### src/rtl/aes_pkg.sv
package aes_pkg;
  localparam int BLK_W = 128;
  localparam int NBYTES = BLK_W / 8;

  typedef logic [7:0] byte_t;
  typedef logic [3:0] nib_t;

  function automatic byte_t xtime(byte_t a);
    return {a[6:0], 1'b0} ^ (a[7] ? 8'h1B : 8'h00);
  endfunction

  function automatic byte_t gf8_mul(byte_t a, byte_t b);
    byte_t acc = '0;
    byte_t t = a;
    for (int i = 0; i < 8; i++) begin
      if (b[i]) acc = acc ^ t;
      t = xtime(t);
    end
    return acc;
  endfunction

  // GF(2^4) modulo x^4 + x + 1
  function automatic nib_t gf4_mul(nib_t a, nib_t b);
    nib_t acc = '0;
    nib_t t = a;
    for (int i = 0; i < 4; i++) begin
      if (b[i]) acc = acc ^ t;
      t = {t[2:0], 1'b0} ^ (t[3] ? 4'h3 : 4'h0);
    end
    return acc;
  endfunction

  function automatic nib_t gf4_sq(nib_t a);
    return gf4_mul(a, a);
  endfunction

  // a^14 = a^-1 for a != 0, and 0 for a == 0
  function automatic nib_t gf4_inv(nib_t a);
    nib_t a2 = gf4_sq(a);
    nib_t a4 = gf4_sq(a2);
    nib_t a8 = gf4_sq(a4);
    return gf4_mul(gf4_mul(a8, a4), a2);
  endfunction

  // smallest v making y^2 + y + v irreducible over GF(2^4)
  function automatic nib_t find_lambda();
    nib_t res = '0;
    for (int v = 1; v < 16; v++) begin
      logic has_root = 1'b0;
      for (int t = 0; t < 16; t++)
        if ((gf4_sq(nib_t'(t)) ^ nib_t'(t) ^ nib_t'(v)) == 4'h0) has_root = 1'b1;
      if (!has_root && res == 4'h0) res = nib_t'(v);
    end
    return res;
  endfunction

  localparam nib_t LAMBDA = find_lambda();

  // 8x8 bit matrix stored as eight byte columns
  function automatic byte_t lin_map(logic [63:0] m, byte_t x);
    byte_t acc = '0;
    for (int i = 0; i < 8; i++)
      if (x[i]) acc = acc ^ m[8*i +: 8];
    return acc;
  endfunction

  // composite {hi,lo} -> GF(2^8); columns are images of the tower basis
  function automatic logic [63:0] build_back();
    byte_t g = '0;
    byte_t y = '0;
    byte_t lam8 = '0;
    logic [31:0] pw;
    logic [63:0] m;
    for (int v = 2; v < 256; v++) begin
      byte_t b2 = gf8_mul(byte_t'(v), byte_t'(v));
      if ((gf8_mul(b2, b2) ^ byte_t'(v) ^ 8'h01) == 8'h00 && g == 8'h00) g = byte_t'(v);
    end
    pw[7:0]   = 8'h01;
    pw[15:8]  = g;
    pw[23:16] = gf8_mul(g, g);
    pw[31:24] = gf8_mul(pw[23:16], g);
    for (int j = 0; j < 4; j++)
      if (LAMBDA[j]) lam8 = lam8 ^ pw[8*j +: 8];
    for (int v = 2; v < 256; v++)
      if ((gf8_mul(byte_t'(v), byte_t'(v)) ^ byte_t'(v) ^ lam8) == 8'h00 && y == 8'h00)
        y = byte_t'(v);
    for (int j = 0; j < 4; j++) begin
      m[8*j +: 8]     = pw[8*j +: 8];
      m[8*(j+4) +: 8] = gf8_mul(pw[8*j +: 8], y);
    end
    return m;
  endfunction

  function automatic logic [63:0] build_fwd(logic [63:0] back);
    logic [63:0] f = '0;
    for (int i = 0; i < 8; i++)
      for (int c = 0; c < 256; c++)
        if (lin_map(back, byte_t'(c)) == (8'h01 << i)) f[8*i +: 8] = byte_t'(c);
    return f;
  endfunction

  localparam logic [63:0] MAP_BACK = build_back();
  localparam logic [63:0] MAP_FWD  = build_fwd(MAP_BACK);

  function automatic byte_t affine(byte_t b);
    return b ^ {b[6:0], b[7]} ^ {b[5:0], b[7:6]} ^ {b[4:0], b[7:5]} ^ {b[3:0], b[7:4]} ^ 8'h63;
  endfunction

  function automatic byte_t blk_byte(logic [BLK_W-1:0] v, int k);
    return v[BLK_W-1-8*k -: 8];
  endfunction

  function automatic logic [BLK_W-1:0] rotate_rows(logic [BLK_W-1:0] v);
    logic [BLK_W-1:0] o;
    for (int c = 0; c < 4; c++)
      for (int r = 0; r < 4; r++)
        o[BLK_W-1-8*(4*c+r) -: 8] = blk_byte(v, 4*((c + r) % 4) + r);
    return o;
  endfunction

  function automatic logic [BLK_W-1:0] mix_all(logic [BLK_W-1:0] v);
    logic [BLK_W-1:0] o;
    for (int c = 0; c < 4; c++) begin
      byte_t a0 = blk_byte(v, 4*c);
      byte_t a1 = blk_byte(v, 4*c+1);
      byte_t a2 = blk_byte(v, 4*c+2);
      byte_t a3 = blk_byte(v, 4*c+3);
      o[BLK_W-1-8*(4*c)   -: 8] = xtime(a0) ^ xtime(a1) ^ a1 ^ a2 ^ a3;
      o[BLK_W-1-8*(4*c+1) -: 8] = a0 ^ xtime(a1) ^ xtime(a2) ^ a2 ^ a3;
      o[BLK_W-1-8*(4*c+2) -: 8] = a0 ^ a1 ^ xtime(a2) ^ xtime(a3) ^ a3;
      o[BLK_W-1-8*(4*c+3) -: 8] = xtime(a0) ^ a0 ^ a1 ^ a2 ^ xtime(a3);
    end
    return o;
  endfunction
endpackage

### src/rtl/aes_sbox.sv
module aes_sbox
  import aes_pkg::*;
(
  input  byte_t din,
  output byte_t dout
);
  byte_t cf_val;
  nib_t  hi, lo;
  nib_t  norm, norm_inv;
  byte_t cf_inv;
  byte_t fld_inv;

  always_comb begin
    cf_val   = lin_map(MAP_FWD, din);
    hi       = cf_val[7:4];
    lo       = cf_val[3:0];
    norm     = gf4_mul(gf4_sq(hi), LAMBDA) ^ gf4_mul(hi, lo) ^ gf4_sq(lo);
    norm_inv = gf4_inv(norm);
    cf_inv   = {gf4_mul(hi, norm_inv), gf4_mul(hi ^ lo, norm_inv)};
    fld_inv  = lin_map(MAP_BACK, cf_inv);
    dout     = affine(fld_inv);
  end
endmodule

### src/rtl/aes_key_step.sv
module aes_key_step
  import aes_pkg::*;
(
  input  logic [BLK_W-1:0] key_cur,
  input  byte_t            rcon,
  output logic [BLK_W-1:0] key_nxt
);
  logic [31:0] w0, w1, w2, w3, rot_w, sub_w, mix_w, n0, n1, n2, n3;

  assign w0    = key_cur[127:96];
  assign w1    = key_cur[95:64];
  assign w2    = key_cur[63:32];
  assign w3    = key_cur[31:0];
  assign rot_w = {w3[23:0], w3[31:24]};

  for (genvar k = 0; k < 4; k++) begin : g_sub
    aes_sbox u_sb (.din(rot_w[8*k +: 8]), .dout(sub_w[8*k +: 8]));
  end

  assign mix_w   = sub_w ^ {rcon, 24'h000000};
  assign n0      = w0 ^ mix_w;
  assign n1      = w1 ^ n0;
  assign n2      = w2 ^ n1;
  assign n3      = w3 ^ n2;
  assign key_nxt = {n0, n1, n2, n3};
endmodule

### src/rtl/aes_round.sv
module aes_round
  import aes_pkg::*;
(
  input  logic [BLK_W-1:0] st_in,
  input  logic [BLK_W-1:0] rkey,
  input  logic             last,
  output logic [BLK_W-1:0] st_out
);
  logic [BLK_W-1:0] sub_st, rot_st, mix_st;

  for (genvar k = 0; k < NBYTES; k++) begin : g_sub
    aes_sbox u_sb (.din(st_in[8*k +: 8]), .dout(sub_st[8*k +: 8]));
  end

  assign rot_st = rotate_rows(sub_st);
  assign mix_st = mix_all(rot_st);
  assign st_out = (last ? rot_st : mix_st) ^ rkey;
endmodule

### src/rtl/aes_iter_core.sv
module aes_iter_core
  import aes_pkg::*;
#(
  parameter int NUM_ROUNDS = 10
) (
  input  logic             clk,
  input  logic             rst_n,
  input  logic             ld,
  input  logic [BLK_W-1:0] key_in,
  input  logic [BLK_W-1:0] pt_in,
  output logic [BLK_W-1:0] ct_out,
  output logic             done
);
  localparam int RC_W = $clog2(NUM_ROUNDS + 1);

  logic [BLK_W-1:0] state_q, rkey_q, key_nxt, round_out;
  byte_t            rcon_q;
  logic [RC_W-1:0]  round_q;
  logic             busy;
  logic             done_q;

  // named events, also observed by the bound checker
  logic start_evt, last_round, finish_evt;
  assign start_evt  = ld & ~busy;
  assign last_round = (round_q == RC_W'(NUM_ROUNDS));
  assign finish_evt = busy & last_round;

  aes_key_step u_key (.key_cur(rkey_q), .rcon(rcon_q), .key_nxt(key_nxt));
  aes_round    u_rnd (.st_in(state_q), .rkey(key_nxt), .last(last_round), .st_out(round_out));

  always_ff @(posedge clk or negedge rst_n) begin
    if (!rst_n) begin
      state_q <= '0;
      rkey_q  <= '0;
      rcon_q  <= '0;
      round_q <= '0;
      busy    <= 1'b0;
      done_q  <= 1'b0;
    end else begin
      done_q <= finish_evt;
      if (start_evt) begin
        state_q <= pt_in ^ key_in;
        rkey_q  <= key_in;
        rcon_q  <= 8'h01;
        round_q <= RC_W'(1);
        busy    <= 1'b1;
      end else if (busy) begin
        state_q <= round_out;
        rkey_q  <= key_nxt;
        rcon_q  <= xtime(rcon_q);
        round_q <= round_q + 1'b1;
        if (last_round) busy <= 1'b0;
      end
    end
  end

  assign ct_out = state_q;
  assign done   = done_q;
endmodule

### config.mk
export PLATFORM = sky130hd
export DESIGN_NAME = aes_iter_core
export DESIGN_NICKNAME = d
export VERILOG_FILES = /design/src/rtl/aes_pkg.sv /design/src/rtl/aes_sbox.sv /design/src/rtl/aes_key_step.sv /design/src/rtl/aes_round.sv /design/src/rtl/aes_iter_core.sv
export SDC_FILE = /design/constraint.sdc
export NUM_CORES = 2
export LEC_CHECK = 0
export BUFFER_PORTS_ARGS = -buffer_cell sky130_fd_sc_hd__buf_4
export CAP_MARGIN = 20
export CORE_ASPECT_RATIO = 2
export CORE_MARGIN = 5
export CORE_UTILIZATION = 25
export DETAILED_ROUTE_END_ITERATION = 10
export GPL_TIMING_DRIVEN = 0
export SYNTH_ARGS = -nofsm -noshare
export SYNTH_HDL_FRONTEND = slang
export SYNTH_HIERARCHICAL = 1
export SYNTH_SLANG_ARGS = --single-unit
export TNS_END_PERCENT = 1
### constraint.sdc
create_clock -name clk -period 19 [get_ports clk]
set_input_delay 0.95 -clock clk [delete_from_list [all_inputs] [get_ports clk]]
set_output_delay 0.95 -clock clk [all_outputs]
set_load 0.05 [all_outputs]
==> reports/metrics.cfg <==
[yosys]
synth-warning-count=6
yosys.area.top_type=sky130_fd_sc_hd__xnor2_1
flops_latches_synth=270
synth_edf_count=0
synthesis.area_per_instance_um2=8.18
synth_fp_nets=8323
synthTopCellsByArea=sky130_fd_sc_hd__xnor2_1 (13%), sky130_fd_sc_hd__dfrtp_1 (10%), sky130_fd_sc_hd__xor2_1 (8.2%)
synth_sequential_area_ratio_pct=10.4
yosys_most_used_dff=sky130_fd_sc_hd__dfrtp_1
postSynth.asyncResetShare_pct=100
syn_inst=7979
netlist_area_um2=65200
post_synth_num_cell_types=103
netlist.area_leader.share_pct=12.5

[cells_and_area]
finish.net_count=8784
nFillCells=28248
layout_commonest_cell=sky130_fd_sc_hd__xnor2_1
mostFrequentLayoutCells=sky130_fd_sc_hd__xnor2_1 (934), sky130_fd_sc_hd__nand2_1 (688), sky130_fd_sc_hd__xor2_1 (610)
drive_gt1_share_pct=14.9
areaGrowthSynthToFinish_pct=13.6

[sta]
drv_slew=0
endpoints_failing_hold=0
finalSetupViolations=0
tightest_slew_ns=1.24
slew-limit-headroom_pct=16.6
grt_setup_unrepaired=no
period_needed_ns=12.89
fin_tns_setup_ns=0
period_share_pct=67.9
max_freq_mhz=77.6
skew_ns=0.0286

[critical_path]
worstPathArrival_ns=13.35
cpPeakStageDelay_ns=0.91
timing_worst_setup_path_type=flop to flop
critical-path-top-delay-family=XOR/XNOR gates
start_kind=flop
timing.critical_path.fanout_max=11
cp_num_buf_inv=9
crit_slowest_cell=sky130_fd_sc_hd__xor2_1
timing.critical_path.required_ns=19.46
timing.critical_path.to_type=flop
crit_path_frequent_cell=sky130_fd_sc_hd__clkbuf_1

[run]
max_cap_violations=0

[clock_tree]
post_cts_resized=0
cts_root_buffer=sky130_fd_sc_hd__clkbuf_16
cts.sinks=270
cts_inserted_buffers=36
cts_setup_buffers=0
post_cts_hold_buffer_count=0
clk_pin_slew_ns=0.07
maximum_number_of_buffers_from_clock_root_to_sink=3
clock_insertion_delay_worst_skew_ns=0.61
htree_num_levels=2
cts_tree=built

[outcome]
status=complete, but fails checks
failed_checks=design-rule violations

[die]
initial_core_util_pct=25.1
std_cell_rows=265
floorplan.core_area_um2=260000
die_y_um=732
pin_count=388
fp.dieW_um=371
total_die_area_um2=272000

[placed_design]
globalplace.congestion=1.02
place.detailed.hpwl_um=255000
io_buffer_count=387

[routing]
first_iter_violations=5580
dr.pass1.iters=10
post_drt_via_cell_ratio=5.61
ant_nets=0
average_wire_per_cell_in_the_routed_design_um=25.6
count_of_unresolved_drc_violations_after_routing=2
routed_wl_um=305000
num_vias=66943

[min_path]
worstHoldPathType=primary input to asynchronous set/reset pin

[global_routing]
grt_pass1_vias=65119
antenna_found_initial=11
grt_remaining_overflow=0
grt_first_pass_wirelength_um=435000
combined_global_route_utilization_of_all_metal_layers_pct=21.2
largest_net_degree_at_the_start_of_global_routing=107

state kept, by name, indices dropped and copies added (netlist names):
name	count
busy	1
ct_out	128
done	1
rcon_q	8
rkey_q	128
round_q	4
through the flow:
step | std cells | util (%) | hold slack, ns | worst slack [ns] | cell area (um^2)
final | 11941 | 28.5 | 0.370 | 6.11 | 74100
after floorplan | 7979 | - | 0.451 | 9.58 | 65200
after CTS | 11935 | 28.5 | 0.391 | 6.51 | 74100
after detailed placement | 11870 | 28.0 | 0.473 | 6.55 | 72800
after global routing | 11938 | 28.5 | 0.438 | 5.82 | 74100
after global placement | 11837 | 27.8 | 0.475 | 6.46 | 72500
final cells by class:
cell class                 count  area (um^2)  area share (%)
clock inverter                21          295           0.398
multi-input combinational   6987        55100            74.4
tap                         3471         4340            5.86
timing repair buffer         423         3250            4.38
inverter                     204          813            1.10
antenna                        3         7.51          0.0101
clock buffer                  44          981            1.32
buffer                       518         2560            3.45
sequential                   270         6760            9.11
path summary, 6_finish.rpt:
kind / from / end / slack [ns] / depth (start not counted)
min: rst_n / ct_out[96] / 0.37 / 1
max reg2reg: rkey_q[27] / ct_out[2] / 6.11 / 37
max in group asynchronous: rst_n / ct_out[39] / 17.58 / 2
min in group clk: round_q[3] / round_q[3] / 0.49 / 1
min reg2reg: round_q[3] / round_q[3] / 0.49 / 1
max: rkey_q[27] / ct_out[2] / 6.11 / 37
cells in the mapped netlist (all sizes together) (22+ instances only):
| cell | count |
|---|---|
| o221ai | 42 |
| nor3 | 323 |
| a21oi | 227 |
| a2111oi | 77 |
| nor2b | 43 |
| a211oi | 82 |
| o22ai | 22 |
| nand2 | 707 |
| a41oi | 38 |
| clkbuf | 197 |
| xor3 | 52 |
| o2111ai | 77 |
| a22oi | 167 |
| or3 | 120 |
| o311ai | 42 |
| buf | 321 |
| a221oi | 40 |
| and3 | 79 |
| o31ai | 59 |
| nand2b | 44 |
| o31a | 57 |
| xnor2 | 1037 |
| nand3 | 184 |
| o21a | 78 |
| inv | 183 |
| dfrtp | 270 |
| o211ai | 122 |
| o21ai | 626 |
| ha | 85 |
| or4 | 96 |
| nor4 | 159 |
| xnor3 | 243 |
| nor2 | 540 |
| a31oi | 121 |
| nand4 | 194 |
| xor2 | 655 |
| mux2i | 225 |
| nor3b | 40 |
cells by family (layout without fill, tap and decap cells):
| family | count (synthesis) | in the layout | share of synthesized area (%) |
|---|---|---|---|
| xor+xnor | 1987 | 1987 | 35.4 |
| mux | 226 | 226 | 3.49 |
| fa+ha+maj | 86 | 86 | 1.65 |
| compound gates | 2052 | 2052 | 23.0 |
| buf+inv | 722 | 1210 | 5.17 |
| flops | 270 | 270 | 10.4 |
| other cells | 0 | 3 | 0 |
| simple gates | 2636 | 2636 | 20.9 |
per-layer routing:
metal,vias up,share of wire (%),global-route usage (%)
met5,-,0.015,0
met4,8,8.6,14.3
met3,866,8.0,4.13
met2,3261,46,35.9
met1,32388,37,24.0
li1,30420,-,-
Power is left out: the tool's default activity adds up to more than one toggle a clock period on the data nets, which glitch-free logic cannot reach.
